===== src/rtl/gate_ramp_ctrl.sv =====
module gate_ramp_ctrl #(
  parameter int N_MOD   = 3,
  parameter int WW      = 3,
  parameter int TW      = 4,
  parameter int MAX_WIN = 8,
  parameter int DW      = 4
) (
  input  logic               clk,
  input  logic               rst_n,
  input  logic [TW-1:0]      cfg_threshold,
  input  logic [$clog2(MAX_WIN+1)-1:0] cfg_window,
  input  logic [DW-1:0]      cfg_idle_limit,
  input  logic [N_MOD*WW-1:0] mod_weight,
  input  logic [N_MOD-1:0]   busy,
  output logic [N_MOD-1:0]   clk_en,
  output logic [N_MOD-1:0]   stall
);
  localparam int QD = N_MOD;
  localparam int IW = (N_MOD > 1) ? $clog2(N_MOD) : 1;
  localparam int CW = $clog2(QD + 1);
  localparam int SW = WW + $clog2(N_MOD * MAX_WIN + 1) + 1;

  logic [N_MOD-1:0] en_q, pend_q;
  logic [DW-1:0]    idle_cnt [N_MOD];
  logic [IW-1:0]    q_mod [QD];
  logic             q_on  [QD];
  logic [CW-1:0]    q_cnt;
  logic [SW-1:0]    hist  [MAX_WIN];

  function automatic logic [SW-1:0] wt(input logic [IW-1:0] m);
    return SW'(mod_weight[m*WW +: WW]);
  endfunction

  // budget already spent by the previous cfg_window-1 cycles
  logic [SW-1:0] used;
  always_comb begin
    used = '0;
    for (int k = 0; k < MAX_WIN - 1; k++)
      if (k + 1 < int'(cfg_window)) used = used + hist[k];
  end

  // in-order grant of the oldest run that fits
  logic [SW-1:0]    acc;
  logic [N_MOD-1:0] gmask;
  int               ngrant;
  always_comb begin
    logic blocked;
    acc = used;
    gmask = '0;
    ngrant = 0;
    blocked = 1'b0;
    for (int k = 0; k < QD; k++) begin
      if (k < int'(q_cnt) && !blocked) begin
        if (acc + wt(q_mod[k]) <= SW'(cfg_threshold)) begin
          acc = acc + wt(q_mod[k]);
          gmask[q_mod[k]] = 1'b1;
          ngrant = ngrant + 1;
        end else begin
          blocked = 1'b1;
        end
      end
    end
  end

  logic [N_MOD-1:0] want_on, want_off, new_req;
  for (genvar i = 0; i < N_MOD; i++) begin : g_req
    assign want_on[i]  = busy[i] & ~en_q[i] & ~pend_q[i];
    assign want_off[i] = ~busy[i] & en_q[i] & ~pend_q[i] &
                         (idle_cnt[i] == cfg_idle_limit);
  end
  assign new_req = want_on | want_off;

  // queue compaction: drop granted prefix, append arrivals by index
  logic [IW-1:0] nq_mod [QD];
  logic          nq_on  [QD];
  int            ncnt;
  always_comb begin
    for (int k = 0; k < QD; k++) begin
      nq_mod[k] = '0;
      nq_on[k]  = 1'b0;
      if (k + ngrant < int'(q_cnt)) begin
        nq_mod[k] = q_mod[k + ngrant];
        nq_on[k]  = q_on[k + ngrant];
      end
    end
    ncnt = int'(q_cnt) - ngrant;
    for (int i = 0; i < N_MOD; i++) begin
      if (new_req[i] && ncnt < QD) begin
        nq_mod[ncnt] = IW'(i);
        nq_on[ncnt]  = want_on[i];
        ncnt = ncnt + 1;
      end
    end
  end

  always_ff @(posedge clk) begin
    if (!rst_n) begin
      en_q   <= '1;
      pend_q <= '0;
      q_cnt  <= '0;
      for (int k = 0; k < QD; k++) begin
        q_mod[k] <= '0;
        q_on[k]  <= 1'b0;
      end
      for (int k = 0; k < MAX_WIN; k++) hist[k] <= '0;
      for (int i = 0; i < N_MOD; i++) idle_cnt[i] <= '0;
    end else begin
      en_q   <= en_q ^ gmask;
      pend_q <= (pend_q & ~gmask) | new_req;
      q_cnt  <= CW'(ncnt);
      for (int k = 0; k < QD; k++) begin
        q_mod[k] <= nq_mod[k];
        q_on[k]  <= nq_on[k];
      end
      hist[0] <= acc - used;
      for (int k = 1; k < MAX_WIN; k++) hist[k] <= hist[k-1];
      for (int i = 0; i < N_MOD; i++) begin
        if (busy[i] || !en_q[i] || gmask[i])
          idle_cnt[i] <= '0;
        else if (!pend_q[i] && idle_cnt[i] != cfg_idle_limit)
          idle_cnt[i] <= idle_cnt[i] + 1'b1;
      end
    end
  end

  assign clk_en = en_q;
  assign stall  = pend_q & ~en_q;

  function automatic logic [SW-1:0] flip_weight(input logic [N_MOD-1:0] m);
    logic [SW-1:0] s;
    s = '0;
    for (int i = 0; i < N_MOD; i++) if (m[i]) s = s + wt(IW'(i));
    return s;
  endfunction

  assert_swing_budget_R5: assert property (@(posedge clk) disable iff (!rst_n)
    flip_weight($past(clk_en) ^ clk_en) <= SW'($past(cfg_threshold)));

  assert_queue_bound_R10: assert property (@(posedge clk) disable iff (!rst_n)
    int'(q_cnt) <= QD);

  assert_pending_matches_queue_R10: assert property (@(posedge clk) disable iff (!rst_n)
    int'(q_cnt) == $countones(pend_q));

  for (genvar i = 0; i < N_MOD; i++) begin : g_chk
    assert_on_after_stall_R2: assert property (@(posedge clk) disable iff (!rst_n)
      $rose(clk_en[i]) |-> $past(stall[i]));
    assert_stall_clears_on_grant_R9: assert property (@(posedge clk) disable iff (!rst_n)
      $fell(stall[i]) |-> clk_en[i]);
  end
endmodule


===== config.mk =====
export PLATFORM = sky130hd
export DESIGN_NAME = gate_ramp_ctrl
export DESIGN_NICKNAME = d
export VERILOG_FILES = /design/src/rtl/gate_ramp_ctrl.sv
export SDC_FILE = /design/constraint.sdc
export NUM_CORES = 1
export LEC_CHECK = 0
export BUFFER_PORTS_ARGS = -buffer_cell sky130_fd_sc_hd__buf_2
export CAP_MARGIN = 20
export CORE_AREA = 2 2 139 141
export DETAILED_ROUTE_END_ITERATION = 12
export DIE_AREA = 0 0 141 143
export PLACE_DENSITY = 0.66
export REMOVE_ABC_BUFFERS = 1
export SKIP_CTS_REPAIR_TIMING = 1
export SLEW_MARGIN = 40
export SYNTH_ARGS = -nofsm -noshare
export SYNTH_HDL_FRONTEND = slang
export SYNTH_SLANG_ARGS = --single-unit
export TNS_END_PERCENT = 20

===== constraint.sdc =====
create_clock -name clk -period 26.1 [get_ports clk]
set_clock_uncertainty 0.05 [all_clocks]
set_input_delay 1.305 -clock clk [delete_from_list [all_inputs] [get_ports clk]]
set_output_delay 1.305 -clock clk [all_outputs]
set_load 0.02 [all_outputs]

After elaboration in Yosys (flattened, before gate mapping). Memory sizes are Yosys's and may differ from the RTL's. Cells that the tools add are included.

Register bits: 8. Bits in latches: 0. RAM bits: 90. ROM bits: 0. Bits of input ports: 26. Output and inout bits: 6. Word-level logic and storage cells: 249. Memories kept: 3.

$add $sub $neg: 21. $mul: 3. Div/mod/pow operators: 0. Magnitude comparators: 31. Equality and inequality tests: 6. Shifts and indexed selects: 3. Multiplexer cells: 90. Bitwise operators: 61. Reductions and logical operators: 28.

Memories: hist (depth 8, width 9, read ports 7, clocked after memory_dff 0, write ports 8, RTL line 28) `logic [SW-1:0] hist [MAX_WIN];`; idle_cnt (depth 3, width 4, read ports 3, clocked after memory_dff 0, write ports 3, RTL line 24) `logic [DW-1:0] idle_cnt [N_MOD];`; q_mod (depth 3, width 2, read ports 6, clocked after memory_dff 0, write ports 3, RTL line 25) `logic [IW-1:0] q_mod [QD];`.

Operators with widths (number): $mux W32 (6); $mux W9 (21); $add A32 B2 Y32 const B (4); $ge A32 B3 Y1 const B (3); $lt A32 B1 Y1 const B (3); $lt A32 B3 Y1 (3); $lt A32 B3 Y1 const B (3); $not A32 Y32 (3); $add A9 B9 Y9 (6); $add A2 B32 Y32 const A (1); $add A3 B32 Y32 const A (1); $mux W1 (32); $sub A3 B32 Y32 (1); $add A9 B3 Y9 (3); $le A9 B4 Y1 (3); $shiftx A9 B5 Y3 (3); $mux W4 (6); $mux W2 (10); $mux W3 (6); $mux W6 (3); $or A3 B3 Y3 (6); $or A1 B1 Y1 (17); $lt A3 B4 Y1 const A (4); $and A1 B1 Y1 (15); other kinds (23) (80).

Longest topological paths before layout. Gate-level depths: netlist of run 1.

Depth in word-level cells: 42. Gate-level depth with buffers: 104. Mapped depth without buffers: 101.

Least setup slack after synthesis of run 1. OpenSTA, ideal clock, no wires.

Kind: in2reg. Start: input cfg_window[3]. End: memory q_mod[1][0] (netlist bit). Arrival: 18771 ps. Data required time: 25934 ps. Slack: 7163 ps. Cell stages on the path: 92. Path buffers: 3. Path through: buf_2 -> or2_1 -> buf_6 -> nor2_4 -> nor2b_1 -> ha_1 -> inv_1 -> fa_1 -> o21ai_0 -> inv_1 -> fa_1 -> a21oi_1 -> inv_1 -> fa_1 -> nor2b_1 -> or2_1 -> a21oi_1 -> xor2_1 -> [... 56 more ...] -> ha_1 -> nand2b_1 -> ha_1 -> ha_1 -> nor3b_1 -> o31a_4 -> mux2i_1 -> inv_1 -> ha_1 -> nor4_1 -> o22ai_1 -> a21oi_1 -> xor2_1 -> ha_1 -> nor3_1 -> o2111a_1 -> nand2_1 -> and3_1.

RTL lines: from (decl) (RTL line 11) `input logic [$clog2(MAX_WIN+1)-1:0] cfg_window,`; to (decl) (RTL line 25).

==> results of run 1 <==
## worst max path at each step
stage	from	end	slack, ns	depth (start not counted)
final	cfg_window[3]	q_mod[1][0]	4.27	89
after global routing	cfg_window[3]	q_mod[2][0]	2.48	94
after CTS	cfg_window[3]	q_mod[1][0]	4.48	84
after detailed placement	cfg_window[3]	q_mod[1][0]	4.08	84
after global placement	cfg_window[3]	q_mod[2][0]	4.57	84
after floorplan	cfg_window[2]	q_mod[1][0]	7.29	89
## report_power, final
group,leakage (nW),total (mW),internal [mW],switching (mW)
Clock,0.151,0.134,0.0687,0.0655
Combinational,3.46,0.533,0.222,0.311
Sequential,0.770,0.170,0.155,0.0158
Total,4.38,0.837,0.445,0.392
## cell type report
type / instances / share of cell area [%]
Multi-Input combinational cell: 931 / 69.64
Sequential cell: 89 / 19.41
Inverter: 78 / 3.014
Tap cell: 234 / 2.989
Clock buffer: 9 / 2.299
Timing Repair Buffer: 35 / 1.839
Clock inverter: 7 / 0.8046
## synthesized netlist by cell type (17+ instances only)
| cell | number | share of area, % |
|---|---|---|
| clkbuf_1 | 21 | 0.86 |
| o21ai_0 | 55 | 3.0 |
| nand2_1 | 96 | 3.9 |
| and2_1 | 60 | 4.1 |
| a21oi_1 | 64 | 3.5 |
| a21o_1 | 27 | 2.2 |
| nor3_1 | 23 | 1.3 |
| ha_1 | 107 | 15 |
| mux2i_1 | 27 | 3.0 |
| xnor2_1 | 35 | 3.3 |
| nor2_1 | 94 | 3.9 |
| nand3_1 | 17 | 0.93 |
| dfxtp_1 | 77 | 17 |
| xor2_1 | 37 | 3.5 |
| nor2b_1 | 37 | 2.5 |
| inv_1 | 74 | 3.0 |
## cell families (layout without fill, tap and decap cells)
group / after synthesis / count (layout) / share of synthesized area (%)
DFF: 89 / 89 / 20.77
xor gates and xnor gates: 75 / 75 / 7.611
and+or+nand+nor: 420 / 420 / 24.05
buffers and inverters: 110 / 129 / 4.851
AOI/OAI and AO/OA: 279 / 279 / 21.33
adders and majority gates: 117 / 117 / 16.81
muxes: 40 / 40 / 4.578
## worst max-delay path, delay by kind of cell
kind	cells	cell delay [ns]
compound gates	28	6.56
simple gates	26	5.66
fa+ha+maj	18	5.34
xor+xnor	6	1.31
buf+inv	8	1.02
mux	3	0.78
## routing by layer
layer	track usage (%)	share of wire [%]	up-vias
li1	-	-	4079
met1	33.37	50	3835
met2	37.84	44	193
met3	2.884	4.3	30
met4	5.684	1.7	0
met5	0	0	-
## per-stage QoR
step	total power [mW]	worst slack, ns	util [%]
6_report	0.8372	4.270	52.73
5_1_grt	0.9090	2.483	52.73
4_1_cts	0.8335	4.477	52.63
3_5_place_dp	0.6951	4.082	51.00
3_3_place_gp	0.6926	4.567	50.97
2_1_floorplan	0.5798	7.286	-
## registers in the layout, summed over array words and instances (netlist names)
name      cells
hist         63
pend_q        3
clk_en        3
q_mod         6
q_cnt         2
idle_cnt     12
## cells in the final DEF, fill, tap and decap left out, drive strengths merged, types with 35 or more instances in the layout
cell type / synthesis / final
and2: 61 / 61
xor2: 37 / 37
dfxtp: 77 / 77
nand2: 96 / 96
ha: 107 / 107
xnor2: 37 / 37
a21oi: 66 / 66
nor2b: 37 / 37
inv: 78 / 82
o21ai: 59 / 59
nor2: 96 / 96
buf: 11 / 35
==> impl_metrics.csv, run 1 <==
group,metric,value,unit
status,status,"finished, final reports clean",
synthesis,ys_seq_area_share,20.77,%
sta,setup_violations,0,
worst_hold_path,min_to,"hist[4][7]",
power_and_ir_drop,static-leakage-power,4.377,nW
synthesis,synth.distinct_cells,93,
worst_hold_path,hp-start,"hist[3][7]",
grt,grt_usage,23.42,%
sta,drv_slew,0,
cells_and_area,diodes,0,
worst_hold_path,hold-path-cell-count,1,
cells_and_area,fin_area,9797,sq um
floorplanning,die_h,143,um
synthesis,synthFlopType,"dfxtp_1",
detailed_routing,avgViaCountPerCell,5.884,
clocking,insertion_delay,0.35,ns
sta,setup_tns,0,ns
synthesis,synth-edff-count,12,
clocking,clock-sinks,89,
setup_path,crit_required,26.30,ns
detailed_routing,drc_errors,0,
detailed_routing,vias,8137,
synthesis,syn_area_per_cell,8.103,sq um
setup_path,slowest_delay,0.68,ns
clocking,cts_root_buf,"clkbuf_16",
cells_and_area,nets,1287,
placement,dp.cells,1366,
floorplanning,core-area,18580,sq um
cells_and_area,regArea,1902,sq um
floorplanning,rows,50,
run,maxCapViolCount,0,
setup_path,worst-setup-path-type,"primary input to register",
clocking,clk_path_buf_depth,2,
detailed_routing,ant_nets,0,
setup_path,worst_ep_arrival_time,22.03,ns
setup_path,cp-end-kind,"register",
placement,gp_congestion,0.9243,
sta,period_share,83.64,%
worst_hold_path,hold_path_class,"register to register",
clocking,cts_tree,"yes",
synthesis,postSynthCellCount,1130,
setup_path,cp_common_cell,"ha_1",
cells_and_area,fillerInstances,1755,
placement,dpl-instance-area,9475,sq um
setup_path,worst-r2r-cell-count,86,
detailed_routing,drt_iter0_drc,643,
detailed_routing,firstDrtPassIters,5,
grt,grt_max_degree,61,
grt,grt_overflow_total,0,
sta,timing_hold_violations_final,0,
grt,grt_pass1_vias,7466,
sta,slew_headroom,44.88,%
grt,grt_pass1_wl,38.05,mm
setup_path,r2r-end,"q_mod[1][0]",
sta,holdWs,0.4261,ns
synthesis,synth.ff_latch_count,89,
setup_path,r2r_start,"hist[0][0]",
detailed_routing,wirelength,23.56,mm
cells_and_area,finalNonFillerCells,1383,
setup_path,cp-start-kind,"primary input",
synthesis,ys_warn_count,0,
clocking,clkSlewWorstSetupHoldPaths,0.08,ns
sta,tightest_slew,0.8181,ns
cells_and_area,multiInputGateArea,6823,sq um
placement,place_hpwl,18.42,mm
cells_and_area,syn_to_final_growth,6.996,%
clocking,cts_made_buffers,9,
detailed_routing,wl_per_cell,17.03,um
setup_path,cp_slowest_cell,"nor4_2",
floorplanning,chipWidth,141,um
setup_path,crit_path_max_fanout,29,
synthesis,async_reset_ff_share,0,%
floorplanning,pin_count,32,
floorplanning,die-area,20160,sq um
sta,rsz0062_at_grt,"no",
setup_path,r2r_slack,6.09,ns
cells_and_area,drive_gt1_share,8.964,%
floorplanning,initial_utilization,49.28,%
power_and_ir_drop,peakVddDrop,0.00006219,V
power_and_ir_drop,power_density,85.46,nW/um^2
synthesis,synth_area,9156,sq um
sta,final.min_clock_period,21.83,ns
clocking,htreeDepth,3,
grt,antenna_found_initial,0,
sta,max_freq,45.81,MHz
placement,numPortBuffers,31,
No activity file was read; power rests on OpenSTA's default activity.
==> run 2: changes to the inputs <==
- PLACE_DENSITY: 0.66 -> 0.68
- clock period: 26.1 -> 18.02 ns (I/O delays scaled with it)
==> run 2 against run 1 <==
Setup slack got worse by 3.5 ns. Sequential cell count stayed put. Count of clock-buffer cells in the layout is 3 higher. Global-route usage is 1.3 points higher. Critical path depth increased by 11. Core utilization rose by 7.9 points. Via count increased by 6.7%. Total power increased by 73%. Critical endpoint is now q_mod[0][1]. Sequential power rose by 45%. Wire length rose by 7.4%. Die area unchanged. Combinational power grew 85%.
==> impl_metrics.csv, run 2 (same netlist as run 1, synthesis figures left out) <==
group,metric,value,unit
sta,period_share,95.93,%
detailed_routing,drc_errors,0,
clocking,cts_made_buffers,9,
cells_and_area,syn_to_final_growth,22.97,%
power_and_ir_drop,peakVddDrop,0.0001113,V
sta,final.min_clock_period,17.29,ns
setup_path,crit_path_max_fanout,6,
floorplanning,core-area,18580,sq um
grt,grt_pass1_wl,40.25,mm
placement,place_hpwl,19.33,mm
setup_path,cp_common_cell,"ha_1",
detailed_routing,ant_nets,0,
clocking,insertion_delay,0.36,ns
placement,numPortBuffers,31,
clocking,cts_root_buf,"clkbuf_16",
cells_and_area,top_register,"hist",
clocking,cts_tree,"yes",
floorplanning,chipWidth,141,um
cells_and_area,fin_area,11260,sq um
worst_hold_path,hold_path_class,"register to register",
power_and_ir_drop,power_density,128.8,nW/um^2
placement,dpl-instance-area,10330,sq um
cells_and_area,reg_top3,"hist: 63 flops, idle_cnt: 12 flops, q_mod: 6 flops",
sta,slew_headroom,50.46,%
sta,timing_hold_violations_final,0,
clocking,htreeDepth,3,
floorplanning,pin_count,32,
setup_path,worst-setup-path-type,"primary input to register",
sta,setup_violations,0,
cells_and_area,final_common_cell,"buf_4",
setup_path,slowest_delay,0.47,ns
setup_path,cp-start-kind,"primary input",
grt,grt_max_degree,61,
cells_and_area,fillerInstances,1621,
setup_path,cp_slowest_cell,"fa_1",
grt,grt_overflow_total,0,
floorplanning,die_h,143,um
setup_path,worst_ep_arrival_time,17.49,ns
sta,max_freq,57.85,MHz
grt,grt_pass1_vias,8054,
detailed_routing,drt_iter0_drc,670,
clocking,clkSlewWorstSetupHoldPaths,0.07,ns
setup_path,crit_required,18.22,ns
grt,antenna_found_initial,0,
clocking,clk_path_buf_depth,2,
status,status,"finished, final reports clean",
cells_and_area,largest_register_ffs,63,
detailed_routing,wl_per_cell,16.72,um
setup_path,cp-end-kind,"register",
cells_and_area,drive_gt1_share,23.77,%
detailed_routing,vias,8685,
placement,preCtsSetupSlack,-0.5152,ns
detailed_routing,avgViaCountPerCell,5.740,
run,maxCapViolCount,0,
cells_and_area,nets,1417,
floorplanning,die-area,20160,sq um
cells_and_area,diodes,0,
detailed_routing,wirelength,25.30,mm
placement,gp_congestion,0.9296,
power_and_ir_drop,static-leakage-power,5.091,nW
grt,grt_usage,24.74,%
detailed_routing,firstDrtPassIters,6,
clocking,clock-sinks,89,
floorplanning,initial_utilization,49.28,%
floorplanning,rows,50,
power_and_ir_drop,total_power,1.450,mW
sta,drv_slew,0,
cells_and_area,layout_common_cells,"buf_4 (131), nand2_1 (93), nor2_1 (92)",
sta,final.setup.worst_slack,0.7341,ns
sta,tightest_slew,0.7244,ns
[run 2: changes by cell type in the layout (fill, tap and decap cells not counted), moves of 6 or more]
cell,before,now
a21oi_1,63,53
ha_2,0,6
a21oi_2,3,13
o21ai_2,2,9
ha_1,107,91
o21ai_0,55,42
o21ai_1,2,8
buf_4,2,131
ha_4,0,10
[run 2: per-stage QoR]
step	cells	TNS (ns)	hold WS (ns)	utilization (%)
finish	1513	0	0.4216	60.60
floorplan	1098	-2.798	0.3880	-
detailed placement	1479	-3.635	0.4083	55.58
global route	1513	-1.041	0.4412	60.60
global placement	1479	0	0.4027	55.58
CTS	1495	-1.018	0.4223	57.41
[run 2: worst paths after layout]
| check | from | end | slack [ns] | depth (start not counted) |
|---|---|---|---|---|
| worst max-delay path | cfg_window[3] | q_mod[0][1] | 0.73 | 100 |
| worst min-delay path | hist[1][3] | hist[2][3] | 0.42 | 1 |
| worst max register to register | hist[0][0] | q_mod[0][1] | 1.18 | 93 |
| worst min register to register | hist[1][3] | hist[2][3] | 0.42 | 1 |
[run 2: cell type report]
| type | instances | area, sq um | share of cell area [%] |
|---|---|---|---|
| Inverter | 78 | 295.3 | 2.623 |
| Timing Repair Buffer | 165 | 1160 | 10.30 |
| Multi-Input combinational cell | 931 | 7269 | 64.56 |
| Tap cell | 234 | 292.8 | 2.600 |
| Sequential cell | 89 | 1902 | 16.89 |
| Clock buffer | 12 | 266.5 | 2.367 |
| Clock inverter | 4 | 73.82 | 0.6556 |
[run 2: worst max-delay path: cells and delay by family]
| kind | cells | cell delay [ns] |
|---|---|---|
| compound gates | 33 | 5.33 |
| fa+ha+maj | 17 | 4.31 |
| simple gates | 27 | 3.60 |
| xor+xnor | 6 | 1.05 |
| mux | 6 | 1.16 |
| buf+inv | 11 | 1.09 |
[run 2: metal layers]
metal / track usage [%] / share of wire (%)
met1: 34.02 / 47
met2: 40.28 / 46
met3: 4.158 / 5.0
met4: 6.737 / 1.8
met5: 0 / 0
[run 2: power by group]
group	leakage (nW)	internal (mW)	switching (mW)	total [mW]
Clock	0.169	0.133	0.0833	0.216
Sequential	0.770	0.224	0.0229	0.247
Combinational	4.15	0.470	0.517	0.987
==> run 3: changes to the inputs <==
- ABC_CLOCK_PERIOD_IN_PS: default -> 18020
- CORE_AREA: 2 2 139 141 -> 2 2 129 131
- DIE_AREA: 0 0 141 143 -> 0 0 131 133
- PLACE_DENSITY: 0.68 -> 0.77
==> run 3 against run 2 <==
Register-to-register slack worse by 0.27 ns. Non-clock buffer count down 17. Die area down 14%. Clock power up 2%. Sequential share of layout area about the same. Critical endpoint unchanged. Largest power group unchanged. Highest routed layer unchanged.
==> impl_metrics.csv, run 3 (same netlist as run 1, synthesis figures left out) <==
group,metric,value,unit
status,status,"finished, final reports clean",
setup_path,worst-r2r-cell-count,96,
sta,final.min_clock_period,17.71,ns
floorplanning,die-area,17420,sq um
sta,period_share,98.30,%
placement,gp_congestion,0.9566,
cells_and_area,final_common_cell,"buf_4",
worst_hold_path,hold-path-cell-count,1,
grt,grt_pass1_vias,8172,
setup_path,slowest_delay,0.55,ns
setup_path,cp-end-kind,"register",
setup_path,cp_common_cell,"ha_4",
cells_and_area,nets,1400,
detailed_routing,drt_iter0_drc,695,
setup_path,cp-start-kind,"primary input",
setup_path,worst-setup-path-type,"primary input to register",
grt,grt_overflow_total,0,
floorplanning,rows,47,
setup_path,r2r_start,"hist[0][0]",
placement,place_hpwl,19.07,mm
placement,dp.cells,1444,
detailed_routing,drc_errors,0,
floorplanning,chipWidth,131,um
sta,setup_violations,0,
detailed_routing,wirelength,26.21,mm
clocking,cts_tree,"yes",
grt,antenna_found_initial,0,
clocking,cts_root_buf,"clkbuf_16",
detailed_routing,wl_per_cell,17.69,um
sta,drv_slew,0,
cells_and_area,largest_register_ffs,63,
sta,tightest_slew,0.7007,ns
setup_path,crit_required,18.22,ns
clocking,htreeDepth,3,
run,maxCapViolCount,0,
sta,max_freq,56.45,MHz
sta,timing_hold_violations_final,0,
grt,grt_usage,28.13,%
setup_path,r2r_slack,0.91,ns
clocking,clk_path_buf_depth,2,
power_and_ir_drop,total_power,1.472,mW
floorplanning,die_h,133,um
cells_and_area,reg_top3,"hist: 63 flops, idle_cnt: 12 flops, q_mod: 6 flops",
detailed_routing,firstDrtPassIters,5,
placement,numPortBuffers,31,
detailed_routing,vias,8939,
clocking,clock-sinks,89,
clocking,insertion_delay,0.35,ns
grt,grt_pass1_wl,39.43,mm
cells_and_area,top_register,"hist",
cells_and_area,finalNonFillerCells,1482,
detailed_routing,avgViaCountPerCell,6.032,
setup_path,cp_slowest_cell,"fa_1",
setup_path,crit_path_max_fanout,6,
power_and_ir_drop,peakVddDrop,0.0001132,V
worst_hold_path,hold_path_class,"register to register",
power_and_ir_drop,static-leakage-power,5.026,nW
sta,slew_headroom,53.17,%
floorplanning,pin_count,32,
cells_and_area,layout_common_cells,"buf_4 (113), nand2_1 (93), nor2_1 (90)",
floorplanning,core-area,16170,sq um
cells_and_area,drive_gt1_share,25.04,%
worst_hold_path,hp-start,"hist[5][2]",
floorplanning,initial_utilization,56.62,%
detailed_routing,ant_nets,0,
clocking,cts_made_buffers,9,
power_and_ir_drop,power_density,130.8,nW/um^2
cells_and_area,utilization,69.58,%
worst_hold_path,min_to,"hist[6][2]",
setup_path,worst_ep_arrival_time,17.92,ns
cells_and_area,syn_to_final_growth,22.89,%
setup_path,crit_path_start,"cfg_window[3]",
cells_and_area,diodes,0,
sta,holdWs,0.4185,ns
grt,grt_max_degree,36,
setup_path,r2r-end,"q_mod[0][1]",
clocking,clkSlewWorstSetupHoldPaths,0.07,ns
## run 3: cell types whose count changed in the layout (fill, tap and decap cells not counted), sizes merged
cell / delta
buf: -17
clkbuf: -2
bufinv: +1
clkinv: +1
## run 3: through the flow
step	area [sq um]	setup WS, ns	setup TNS, ns
4_1_cts	10500	-0.3187	-2.280
6_report	11250	0.3063	0
2_1_floorplan	9007	-0.3899	-2.798
3_5_place_dp	10150	-0.5442	-4.020
5_1_grt	11250	-0.5518	-4.119
3_3_place_gp	10150	0.09256	0
## run 3: power by group
group / internal [mW] / total, mW / switching [mW]
Sequential: 0.224 / 0.248 / 0.0238
Clock: 0.139 / 0.221 / 0.0827
Combinational: 0.466 / 1.00 / 0.537
Total: 0.828 / 1.47 / 0.643
## run 3: worst max-delay path by stage
stage | endpoint | slack [ns]
final | q_mod[0][1] | 0.31
after global routing | q_mod[0][1] | -0.55
after CTS | q_cnt[1] | -0.32
after detailed placement | q_cnt[1] | -0.54
after global placement | q_mod[2][0] | 0.09
after floorplan | q_mod[1][0] | -0.39
## run 3: layout make-up
cell class                      instances  area, sq um
Sequential cell                        89         1902
Clock inverter                          6        105.1
Inverter                               78        295.3
Clock buffer                           10        239.0
Multi-Input combinational cell        931         7393
Fill cell                            1165         4920
Tap cell                              220        275.3
Timing Repair Buffer                  148         1042
## run 3: layer usage
| layer | wire length (um) | vias up | global-route usage [%] |
|---|---|---|---|
| li1 | - | 4281 | - |
| met1 | 11570 | 4237 | 38.83 |
| met2 | 12210 | 346 | 44.53 |
| met3 | 1501 | 75 | 3.801 |
| met4 | 937 | 0 | 10.52 |
| met5 | 0 | - | 0 |
## run 3: critical path: cells and delay by family
| family | cells | cell delay, ns |
|---|---|---|
| compound gates | 33 | 5.78 |
| fa+ha+maj | 19 | 4.82 |
| simple gates | 29 | 3.88 |
| mux | 5 | 0.93 |
| buf+inv | 11 | 0.92 |
| xor+xnor | 4 | 0.66 |
